[src/rtl/thm_pkg.sv]
package thm_pkg;
  localparam int REG_W     = 8;
  localparam int OVT_BASE  = 5;  // critical flags, channel c at bit OVT_BASE+c
  localparam int HIGH_BASE = 1;  // warning flags, channel c at bit HIGH_BASE+c
  localparam logic ADDR_STATUS = 1'b0;
  localparam logic ADDR_ALARM  = 1'b1;

  function automatic logic [REG_W-1:0] pack_flags(input logic [2:0] ovt,
                                                  input logic [2:0] high);
    logic [REG_W-1:0] b;
    b = '0;
    for (int c = 0; c < 3; c++) begin
      b[OVT_BASE+c]  = ovt[c];
      b[HIGH_BASE+c] = high[c];
    end
    return b;
  endfunction
endpackage

[src/rtl/thm_flag.sv]
module thm_flag #(
  parameter int TW = 8
) (
  input  logic          clk,
  input  logic          rst_n,
  input  logic          sample_en_i,
  input  logic [TW-1:0] temp_i,
  input  logic [TW-1:0] lim_i,
  input  logic [TW-1:0] hyst_i,
  output logic          flag_o
);
  logic [TW-1:0] clr_thr;
  logic          flag_d;
  logic          flag_q;

  // clear point saturates at zero
  always_comb begin
    clr_thr = (lim_i >= hyst_i) ? (lim_i - hyst_i) : '0;
  end

  always_comb begin
    flag_d = flag_q;
    if (temp_i > lim_i)        flag_d = 1'b1;
    else if (temp_i < clr_thr) flag_d = 1'b0;
  end

  always_ff @(posedge clk or negedge rst_n) begin
    if (!rst_n)           flag_q <= 1'b0;
    else if (sample_en_i) flag_q <= flag_d;
  end

  assign flag_o = flag_q;
endmodule

[src/rtl/thm_regs.sv]
module thm_regs
  import thm_pkg::*;
#(
  parameter int NCH = 3
) (
  input  logic             clk,
  input  logic             rst_n,
  input  logic             wr_i,
  input  logic             addr_i,
  input  logic [REG_W-1:0] wdata_i,
  input  logic [NCH-1:0]   ovt_i,
  input  logic [NCH-1:0]   high_i,
  output logic [REG_W-1:0] status_o,
  output logic [REG_W-1:0] alarm_en_o,
  output logic [REG_W-1:0] rdata_o
);
  logic [REG_W-1:0] impl_mask;
  logic [REG_W-1:0] en_d;
  logic [REG_W-1:0] en_q;
  logic             en_load;

  always_comb begin
    impl_mask = '0;
    status_o  = '0;
    for (int c = 0; c < NCH; c++) begin
      impl_mask[OVT_BASE+c]  = 1'b1;
      impl_mask[HIGH_BASE+c] = 1'b1;
      status_o[OVT_BASE+c]   = ovt_i[c];
      status_o[HIGH_BASE+c]  = high_i[c];
    end
  end

  assign en_load = wr_i && (addr_i == ADDR_ALARM);
  assign en_d    = wdata_i & impl_mask;

  always_ff @(posedge clk or negedge rst_n) begin
    if (!rst_n)       en_q <= '0;
    else if (en_load) en_q <= en_d;
  end

  assign alarm_en_o = en_q;
  assign rdata_o    = (addr_i == ADDR_STATUS) ? status_o : en_q;
endmodule

[src/rtl/thm_alarm.sv]
module thm_alarm #(
  parameter int RW = 8
) (
  input  logic          clk,
  input  logic          rst_n,
  input  logic [RW-1:0] flags_i,
  input  logic [RW-1:0] en_i,
  output logic          beep_o
);
  logic beep_d;
  logic beep_q;

  always_comb beep_d = |(flags_i & en_i);

  always_ff @(posedge clk or negedge rst_n) begin
    if (!rst_n) beep_q <= 1'b0;
    else        beep_q <= beep_d;
  end

  assign beep_o = beep_q;
endmodule

[src/rtl/thermal_limit_monitor.sv]
module thermal_limit_monitor
  import thm_pkg::*;
#(
  parameter int NCH = 3,
  parameter int TW  = 8
) (
  input  logic              clk,
  input  logic              rst_n,
  input  logic [NCH-1:0]    temp_vld_i,
  input  logic [NCH*TW-1:0] temp_i,
  input  logic [NCH*TW-1:0] ovt_lim_i,
  input  logic [NCH*TW-1:0] high_lim_i,
  input  logic [NCH*TW-1:0] hyst_i,
  input  logic              reg_addr_i,
  input  logic              reg_wr_i,
  input  logic [REG_W-1:0]  reg_wdata_i,
  output logic [REG_W-1:0]  reg_rdata_o,
  output logic              beep_o
);
  logic [NCH-1:0]   ovt_q;
  logic [NCH-1:0]   high_q;
  logic [REG_W-1:0] status_byte;
  logic [REG_W-1:0] alarm_en;

  for (genvar c = 0; c < NCH; c++) begin : g_ch
    thm_flag #(.TW(TW)) u_ovt (
      .clk        (clk),
      .rst_n      (rst_n),
      .sample_en_i(temp_vld_i[c]),
      .temp_i     (temp_i[c*TW +: TW]),
      .lim_i      (ovt_lim_i[c*TW +: TW]),
      .hyst_i     (hyst_i[c*TW +: TW]),
      .flag_o     (ovt_q[c])
    );
    thm_flag #(.TW(TW)) u_high (
      .clk        (clk),
      .rst_n      (rst_n),
      .sample_en_i(temp_vld_i[c]),
      .temp_i     (temp_i[c*TW +: TW]),
      .lim_i      (high_lim_i[c*TW +: TW]),
      .hyst_i     (hyst_i[c*TW +: TW]),
      .flag_o     (high_q[c])
    );
  end

  thm_regs #(.NCH(NCH)) u_regs (
    .clk       (clk),
    .rst_n     (rst_n),
    .wr_i      (reg_wr_i),
    .addr_i    (reg_addr_i),
    .wdata_i   (reg_wdata_i),
    .ovt_i     (ovt_q),
    .high_i    (high_q),
    .status_o  (status_byte),
    .alarm_en_o(alarm_en),
    .rdata_o   (reg_rdata_o)
  );

  thm_alarm #(.RW(REG_W)) u_alarm (
    .clk    (clk),
    .rst_n  (rst_n),
    .flags_i(status_byte),
    .en_i   (alarm_en),
    .beep_o (beep_o)
  );
endmodule

[config.mk]
export PLATFORM = sky130hd
export DESIGN_NAME = thermal_limit_monitor
export DESIGN_NICKNAME = d
export VERILOG_FILES = /design/src/rtl/thm_pkg.sv /design/src/rtl/thm_flag.sv /design/src/rtl/thm_regs.sv /design/src/rtl/thm_alarm.sv /design/src/rtl/thermal_limit_monitor.sv
export SDC_FILE = /design/constraint.sdc
export NUM_CORES = 1
export LEC_CHECK = 0
export ABC_CLOCK_PERIOD_IN_PS = 1130
export BUFFER_PORTS_ARGS = -buffer_cell sky130_fd_sc_hd__buf_2
export CAP_MARGIN = 20
export CORE_MARGIN = 5
export CORE_UTILIZATION = 50
export CTS_CLUSTER_SIZE = 16
export DETAILED_ROUTE_END_ITERATION = 6
export PLACE_DENSITY = 0.85
export SLEW_MARGIN = 20
export SYNTH_ARGS = -nofsm -noshare
export SYNTH_HDL_FRONTEND = slang
export SYNTH_SLANG_ARGS = --single-unit
[constraint.sdc]
create_clock -name clk -period 1.13 [get_ports clk]
set_input_delay 0.226 -clock clk [delete_from_list [all_inputs] [get_ports clk]]
set_output_delay 0.226 -clock clk [all_outputs]
set_load 0.1 [all_outputs]
==> results.yml, run 1 <==
status:
  status: "complete, but fails checks"
  violations: "negative setup slack"
clock_network:
  cts_buffers: 3
  clk_pin_slew_ps: 60
  cts_sinks: 13
  root_buffer: "clkbuf_8"
  ctsHtreeMaxLevel: 1
  clockBufferDepth: 2
  clk_latency_ps: 240
  cts_tree: "built"
final_layout:
  fin_nets: 1233
  final_cell_area_um2: 8370
  instances_no_fill: 1111
  final_cell_mix: "buf_4 (193), ha_1 (117), buf_2 (100)"
  layout_commonest_cell: "buf_4"
  areaGrowthSynthToFinish_pct: 64.4
  drive_gt1_frac: 0.461
die:
  die_x_um: 111
  start_util: 0.516
  die_h_um: 111
  io_pins: 120
  rows: 36
  dieArea_um2: 12300
  core_area_um2: 9860
timing:
  hold_viol: 0
  slew_headroom: 0.616
  final_max_slew_viol_count: 0
  finalCritPeriodShare: 2.52
  worst_slew_pin_slew_ps: 576
  fmaxAchievable_mhz: 351
  rsz0062_at_grt: "true"
  finClkSkew_ps: 2.59
  setup_viol: 12
  worst_slack_ps: -1720
  min_period_ps: 2850
global_route:
  grt_overflow: 0
  grt_pass1_wl_mm: 31.8
  grt_util_met2: 0.569
  grt_pass1_vias: 6963
  antenna_found_initial: 1
  grt_start_max_net_pins: 14
  met1_usage: 0.330
  gr-usage-met3: 0.0431
  top_usage_layer: "met2"
  grt_usage: 0.310
synth:
  synthCells: 659
  yosys_warnings: 0
  syn_avg_cell_area_um2: 7.73
  synth_cell_types: 48
  synth.area.top_cells: "ha_1 (34%), dfrtp_1 (6.4%), inv_1 (6.1%)"
  synth_async_sr_flop_share: 1.00
  yosys.area.top_type: "ha_1"
  synth_top_area_frac: 0.339
  syn_area_um2: 5090
  synth_edf_count: 0
  ys_seq_area_frac: 0.0639
  synth_flop_cell: "dfrtp_1"
  ys_seq_elements: 13
route:
  routed_wirelength_mm: 24.7
  postRouteAntennaNets: 0
  drc: 0
  post_drt_wl_per_cell_um: 22.3
  drtIter0Drc: 731
  vias_per_cell: 6.45
  drt_first_pass_iters: 7
  vias: 7165
power_and_ir_drop:
  netSwitchingPower_mw: 3.41
  seq_power_share: 0.094
  pwr-share-comb: 0.846
  irDropWorstVdd_v: 0.000504
  pwr-share-clk: 0.060
  internal-power_mw: 3.53
  p_leak_nw: 4.17
  power.share.switching: 0.491
  powerDensity_nw_per_um2: 829
setup_path:
  path_cells: "buf_8, inv_4, ha_4, fa_2, nand2b_4, buf_6, a211oi_4, o21a_1, o311ai_2, ha_1, and3_4, nand3_4, nor4_4, nand2_1, nand4_1"
  max_stage_delay_ps: 370
  crit_slowest_cell: "fa_2"
  cp.arrival_ps: 3010
  crit_type: "primary input to flop"
  critPathCaptureType: "flop"
  path_delay_family: "simple AND/OR/NAND/NOR gates"
  crit_fanout: 2
  critPathLaunchType: "primary input"
  path_buf_inv: 3
  critical_path_required_ps: 1290
job:
  drv_cap: 0
place:
  dp.cells: 1080
  hpwl_mm: 15.0
  port_buffers: 115
  placed_cell_area_um2: 7300
  place_congestion: 0.989
hold_path:
  worstHoldPathType: "primary input to flop"
[registers in the layout, indices dropped and copies added (netlist names)]
signal and flops:
u_regs.alarm_en_o 6, g_ch.u_ovt.flag_o 3, u_alarm.beep_o 1, g_ch.u_high.flag_o 3
[kinds of logic (layout without fill, tap and decap cells)]
| family | count (synthesis) | count (layout) | share of synthesized area |
|---|---|---|---|
| AOI/OAI and AO/OA | 183 | 183 | 0.258 |
| xor gates and xnor gates | 12 | 12 | 0.0206 |
| adders and majority gates | 144 | 144 | 0.363 |
| buffers and inverters | 86 | 403 | 0.0649 |
| DFF | 13 | 13 | 0.0639 |
| muxes | 13 | 13 | 0.0285 |
| other | 1 | 3 | 0.000736 |
| and+or+nand+nor | 207 | 207 | 0.200 |
[power groups by stage]
stage,logic [mW],registers [mW],clock network (mW)
after floorplan,2.53,0.726,0
after global placement,4.17,0.650,0
after detailed placement,4.34,0.657,0
after CTS,4.91,0.643,0.416
after global routing,6.20,0.666,0.445
final,5.87,0.656,0.415
[stage by stage]
stage | worst slack (ps) | hold WS (ps) | setup TNS (ps) | power (mW) | utilization
2_1_floorplan | -1350 | -69.6 | -7850 | 3.25 | -
3_3_place_gp | -1630 | 132 | -10370 | 4.82 | 0.740
3_5_place_dp | -1770 | 127 | -11140 | 4.99 | 0.740
4_1_cts | -1350 | 218 | -8910 | 5.97 | 0.796
5_1_grt | -1830 | 222 | -11290 | 7.31 | 0.849
6_report | -1720 | 217 | -10500 | 6.94 | 0.849
[cell type report]
| type | instances | area [um^2] |
|---|---|---|
| Antenna cell | 1 | 2.50 |
| Clock buffer | 4 | 45.0 |
| Fill cell | 464 | 1490 |
| Inverter | 83 | 329 |
| Multi-Input combinational cell | 561 | 5210 |
| Sequential cell | 13 | 327 |
| Tap cell | 133 | 166 |
| Timing Repair Buffer | 316 | 2290 |
[synth_stat cells (all sizes together), types with 4 or more instances]
cell	n
ha	138
inv	83
nand2	51
nor2	51
a21oi	42
o21ai	31
nand2b	30
nand3	22
a211oi	21
o21a	18
nand4	17
dfrtp	13
nor2b	13
mux2	12
o311ai	11
a21o	10
o211ai	10
xnor2	10
nor4	7
a41oi	6
fa	6
a211o	5
a41o	5
and3	5
o221ai	5
nor3	4
[what timing repair did]
item / 4_1_cts / 5_1_grt
hold buffers: 1 / 0
resized for setup: 82 / 78
buffers inserted: 11 / 16
pin swaps: 37 / 50
hold endpoints to repair: 13 / 0
endpoints found under the setup margin: 12 / 14
[final timing paths]
path                            slack, ps                     to            startpoint  cells after the start
min in group asynchronous             420   u_regs.alarm_en_o[7]                 rst_n                      2
max in group asynchronous             450         u_alarm.beep_o                 rst_n                      2
worst max register to register       -190   g_ch[1].u_ovt.flag_o  g_ch[1].u_ovt.flag_o                      6
worst max-delay path                -1720  g_ch[0].u_high.flag_o         high_lim_i[0]                     15
worst min register to register        560   u_regs.alarm_en_o[6]  u_regs.alarm_en_o[6]                      1
worst min-delay path                  220   u_regs.alarm_en_o[6]        reg_wdata_i[6]                      2
[per-layer routing]
layer	share of wire	vias to the layer above
li1	-	3083
met1	0.34	3302
met2	0.47	552
met3	0.087	228
met4	0.10	0
met5	0	-
Power figures use the tool's default switching activity.
==> run 2: changes to the inputs <==
--- a/config.mk
+++ b/config.mk
@@ -13,6 +13,7 @@
 export CTS_CLUSTER_SIZE = 16
 export DETAILED_ROUTE_END_ITERATION = 6
 export PLACE_DENSITY = 0.85
+export SETUP_SLACK_MARGIN = 0.1
 export SLEW_MARGIN = 20
 export SYNTH_ARGS = -nofsm -noshare
 export SYNTH_HDL_FRONTEND = slang
==> results.yml, run 2 (synthesis gave the netlist of run 1 again) <==
status:
  status: "complete, but fails checks"
  violations: "negative setup slack"
clock_network:
  clockBufferDepth: 2
  cts_sinks: 13
  clk_pin_slew_ps: 50
  cts_buffers: 3
  ctsHtreeMaxLevel: 1
  cts_tree: "built"
  clk_latency_ps: 240
  root_buffer: "clkbuf_8"
setup_path:
  r2r_end: "g_ch[1].u_ovt.flag_o"
  r2r-start: "g_ch[1].u_ovt.flag_o"
  critPathCaptureType: "flop"
  cp.arrival_ps: 2750
  crit_fanout: 6
  critical_path_required_ps: 1240
  reg2reg_depth: 6
  reg2reg_slack_ps: -180
  crit_type: "primary input to flop"
  critPathLaunchType: "primary input"
job:
  drv_cap: 0
power_and_ir_drop:
  pwr-share-comb: 0.834
  irDropWorstVdd_v: 0.000529
  pwr-share-clk: 0.064
  seq_power_share: 0.102
  netSwitchingPower_mw: 3.08
  internal-power_mw: 3.26
  p_leak_nw: 3.98
  power.share.switching: 0.486
  powerDensity_nw_per_um2: 799
die:
  core_area_um2: 9860
  die_x_um: 111
  io_pins: 120
  rows: 36
  dieArea_um2: 12300
  die_h_um: 111
  start_util: 0.516
timing:
  setup_viol: 12
  hold_viol: 0
  rsz0062_at_grt: "true"
  final_max_slew_viol_count: 0
  finClkSkew_ps: 2.25
  min_period_ps: 2640
  worst_slack_ps: -1510
  finalCritPeriodShare: 2.34
  fmaxAchievable_mhz: 379
  tns_ps: -9480
global_route:
  grt_overflow: 0
  grt_pass1_vias: 6567
  grt_usage: 0.287
  antenna_found_initial: 1
  grt_pass1_wl_mm: 29.8
  grt_start_max_net_pins: 14
place:
  hpwl_mm: 14.7
  port_buffers: 115
  place_congestion: 0.963
  dp.cells: 1056
route:
  postRouteAntennaNets: 0
  routed_wirelength_mm: 21.5
  drtIter0Drc: 468
  post_drt_wl_per_cell_um: 19.9
  vias_per_cell: 6.28
  drt_first_pass_iters: 6
  vias: 6778
  drc: 0
final_layout:
  final_cell_mix: "buf_4 (167), ha_1 (124), buf_2 (100)"
  areaGrowthSynthToFinish_pct: 55.6
  layout_commonest_cell: "buf_4"
  fin_nets: 1202
  instances_no_fill: 1080
  largest_reg_flops: 6
  drive_gt1_frac: 0.421
  n_fill_cell: 558
hold_path:
  hold_depth: 2
  min_from: "reg_wdata_i[6]"
  hold_end: "u_regs.alarm_en_o[6]"
  worstHoldPathType: "primary input to flop"
[run 2: cell count changes in the layout (fill, tap and decap cells not counted), sizes merged]
cell | before | now
buf | 315 | 284
[run 2: per-stage QoR]
step | power [mW] | setup WS [ps] | area (um^2) | hold WS, ps | util
after global routing | 6.72 | -1630 | 7920 | 229 | 0.803
after global placement | 4.72 | -1590 | 7110 | 131 | 0.721
after detailed placement | 4.85 | -1680 | 7110 | 131 | 0.721
final | 6.33 | -1510 | 7920 | 217 | 0.803
after floorplan | 3.26 | -1350 | 5250 | -69.6 | -
after CTS | 5.71 | -1330 | 7570 | 216 | 0.768
[run 2: final cells by class]
| type | instances | area (um^2) | area share |
|---|---|---|---|
| repair buffers | 285 | 2040 | 0.258 |
| multi-input cells | 561 | 5010 | 0.632 |
| clock buffers | 4 | 45.0 | 0.00568 |
| inverters | 83 | 329 | 0.0415 |
| well taps | 133 | 166 | 0.0210 |
| flip-flops and latches | 13 | 327 | 0.0412 |
| diodes | 1 | 2.50 | 0.000316 |
[run 2: worst max path at each step]
stage / slack [ps] / cells past startpoint / startpoint / endpoint
2_1_floorplan: -1350 / 14 / ovt_lim_i[8] / g_ch[1].u_ovt.flag_o
3_3_place_gp: -1590 / 16 / ovt_lim_i[8] / g_ch[1].u_ovt.flag_o
3_5_place_dp: -1680 / 14 / hyst_i[8] / g_ch[1].u_high.flag_o
4_1_cts: -1330 / 15 / ovt_lim_i[8] / g_ch[1].u_ovt.flag_o
5_1_grt: -1630 / 15 / ovt_lim_i[8] / g_ch[1].u_ovt.flag_o
6_report: -1510 / 15 / ovt_lim_i[8] / g_ch[1].u_ovt.flag_o
[run 2: layer usage]
metal / global-route usage / routed length (um) / vias up
met5: 0 / 0 / -
met4: 0.148 / 1710 / 0
met3: 0.0366 / 1830 / 163
met2: 0.524 / 10200 / 482
met1: 0.323 / 7800 / 3107
li1: - / - / 3026
[run 2: power by group through the flow]
stage	clock network, mW	registers (mW)	logic, mW
after floorplan	0	0.728	2.53
after global placement	0	0.651	4.07
after detailed placement	0	0.654	4.20
after CTS	0.413	0.642	4.65
after global routing	0.439	0.655	5.62
final	0.406	0.645	5.28
[run 2: critical path, stage by stage]
cell and delay, ps:
buf_8 90, inv_8 30, ha_4 150, fa_2 330, nand2b_4 160, a21oi_4 130
nor4_2 70, o21ai_2 280, nand3_1 140, ha_1 320, a21o_1 200, a21oi_1 210
o22ai_1 120, o21ai_0 190, o211ai_1 120
[run 2: what timing repair did]
action / in CTS / in global routing
gates resized for setup: 78 / 55
endpoints found under the setup margin: 13 / 13
pin swaps: 46 / 31
endpoints found under the hold margin: 13 / 0
hold buffers: 1 / 0
setup buffers: 10 / 8
cloned: 0 / 0
==> run 3: changes to the inputs <==
--- a/config.mk
+++ b/config.mk
@@ -9,11 +9,12 @@
 export BUFFER_PORTS_ARGS = -buffer_cell sky130_fd_sc_hd__buf_2
 export CAP_MARGIN = 20
 export CORE_MARGIN = 5
-export CORE_UTILIZATION = 50
+export CORE_UTILIZATION = 47
 export CTS_CLUSTER_SIZE = 16
 export DETAILED_ROUTE_END_ITERATION = 6
-export PLACE_DENSITY = 0.85
+export PLACE_DENSITY = 0.81
 export SETUP_SLACK_MARGIN = 0.1
+export SKIP_LAST_GASP = 1
 export SLEW_MARGIN = 20
 export SYNTH_ARGS = -nofsm -noshare
 export SYNTH_HDL_FRONTEND = slang
==> results.yml, run 3 (synthesis gave the netlist of run 1 again) <==
setup_path:
  max_stage_delay_ps: 320
  path_cells: "buf_2, inv_1, buf_4, ha_1, nor2b_2, o2111ai_2, a21oi_1, a211oi_2, mux2i_1, ha_1, o21ai_0, o21ai_0, nand2_1, nand4_1"
  path_delay_family: "compound AO/OA/AOI/OAI gates"
  critical_path_required_ps: 1250
  crit_slowest_cell: "a211oi_2"
  critPathCaptureType: "flop"
  cp.arrival_ps: 2690
  crit_fanout: 3
  path_buf_inv: 3
  critPathLaunchType: "primary input"
  crit_type: "primary input to flop"
global_route:
  grt_start_max_net_pins: 14
  grt_usage: 0.267
  antenna_found_initial: 2
  grt_pass1_vias: 6483
  grt_pass1_wl_mm: 29.0
  grt_overflow: 0
route:
  routed_wirelength_mm: 21.6
  vias: 6781
  postRouteAntennaNets: 0
  drtIter0Drc: 393
  post_drt_wl_per_cell_um: 19.7
  vias_per_cell: 6.16
  drt_first_pass_iters: 6
  drc: 0
final_layout:
  layout_commonest_cell: "buf_4"
  postLayoutCoreUtil: 0.764
  seqCellArea_um2: 327
  drive_gt1_frac: 0.433
  final_cell_mix: "buf_4 (174), ha_1 (123), buf_2 (98)"
  final_cell_area_um2: 8210
  n_fill_cell: 689
  instances_no_fill: 1101
  multi_input_area_um2: 5130
  largest_reg_flops: 6
  areaGrowthSynthToFinish_pct: 61.3
  fin_nets: 1215
die:
  start_util: 0.474
  dieArea_um2: 13000
  core_area_um2: 10700
  rows: 38
  die_x_um: 114
  die_h_um: 114
  io_pins: 120
timing:
  worst_slack_ps: -1440
  whs_ps: 218
  fmaxAchievable_mhz: 389
  min_period_ps: 2570
  finClkSkew_ps: 5.40
  final_max_slew_viol_count: 0
  rsz0062_at_grt: "true"
  hold_viol: 0
  finalCritPeriodShare: 2.27
  setup_viol: 12
power_and_ir_drop:
  p_leak_nw: 4.09
  irDropWorstVdd_v: 0.000588
  powerDensity_nw_per_um2: 796
hold_path:
  worstHoldPathType: "primary input to flop"
place:
  port_buffers: 115
  placed_cell_area_um2: 7280
  hpwl_mm: 14.9
  dp.cells: 1074
  place_congestion: 0.952
clock_network:
  cts_buffers: 3
  root_buffer: "clkbuf_8"
  clockBufferDepth: 2
  clk_latency_ps: 240
  clk_pin_slew_ps: 60
  ctsHtreeMaxLevel: 1
  cts_sinks: 13
  cts_tree: "built"
status:
  status: "complete, but fails checks"
  violations: "negative setup slack"
job:
  drv_cap: 0
## run 3: worst reg2reg max path: cells and delay by family (launching register included)
family	cells	cell delay, ps
AO/OA/AOI/OAI	3	340
flip-flops	1	390
AND/OR/NAND/NOR	2	380
buffers and inverters	1	130
## run 3: stage by stage
step	setup WS [ps]	setup TNS [ps]	power, mW
floorplan	-1350	-7850	3.26
global route	-1570	-10300	6.93
CTS	-1340	-8830	5.87
detailed placement	-1710	-10390	5.06
finish	-1440	-9460	6.53
global placement	-1610	-9950	4.92
## run 3: worst paths after layout
path / startpoint / to / slack (ps) / cells after the start
worst max-delay path: hyst_i[9] / g_ch[1].u_high.flag_o / -1440 / 14
worst min-delay path: reg_wdata_i[1] / u_regs.alarm_en_o[1] / 220 / 2
worst max register to register: g_ch[1].u_ovt.flag_o / g_ch[1].u_ovt.flag_o / -190 / 6
worst min register to register: u_regs.alarm_en_o[5] / u_regs.alarm_en_o[5] / 590 / 1
max in group asynchronous: rst_n / u_alarm.beep_o / 450 / 2
min in group asynchronous: rst_n / g_ch[2].u_ovt.flag_o / 420 / 2
## run 3: final cells by class
class,count,area share
inverters,83,0.0404
well taps,140,0.0213
flip-flops and latches,13,0.0398
clock inverters,1,0.000609
diodes,2,0.000609
multi-input cells,561,0.625
clock buffers,3,0.00503
repair buffers,298,0.268
## run 3: routing by layer
layer | global-route usage | part of all wire
met5 | 0 | 0
met4 | 0.119 | 0.072
met3 | 0.0222 | 0.071
met2 | 0.492 | 0.49
met1 | 0.312 | 0.36
## run 3: repair_timing
action                     CTS  global route
setup buffers               11             9
gates resized for setup     77            62
setup endpoints to repair   13            14
pin swaps                   48            34
hold buffers                 1             0
hold endpoints to repair    13             0
## run 3: power breakdown
group	total [mW]	leakage [nW]	switching, mW	internal (mW)
clock network	0.416	0.0255	0.173	0.243
registers	0.654	0.147	0.0782	0.575
logic	5.46	3.92	2.91	2.56
total	6.53	4.09	3.16	3.37
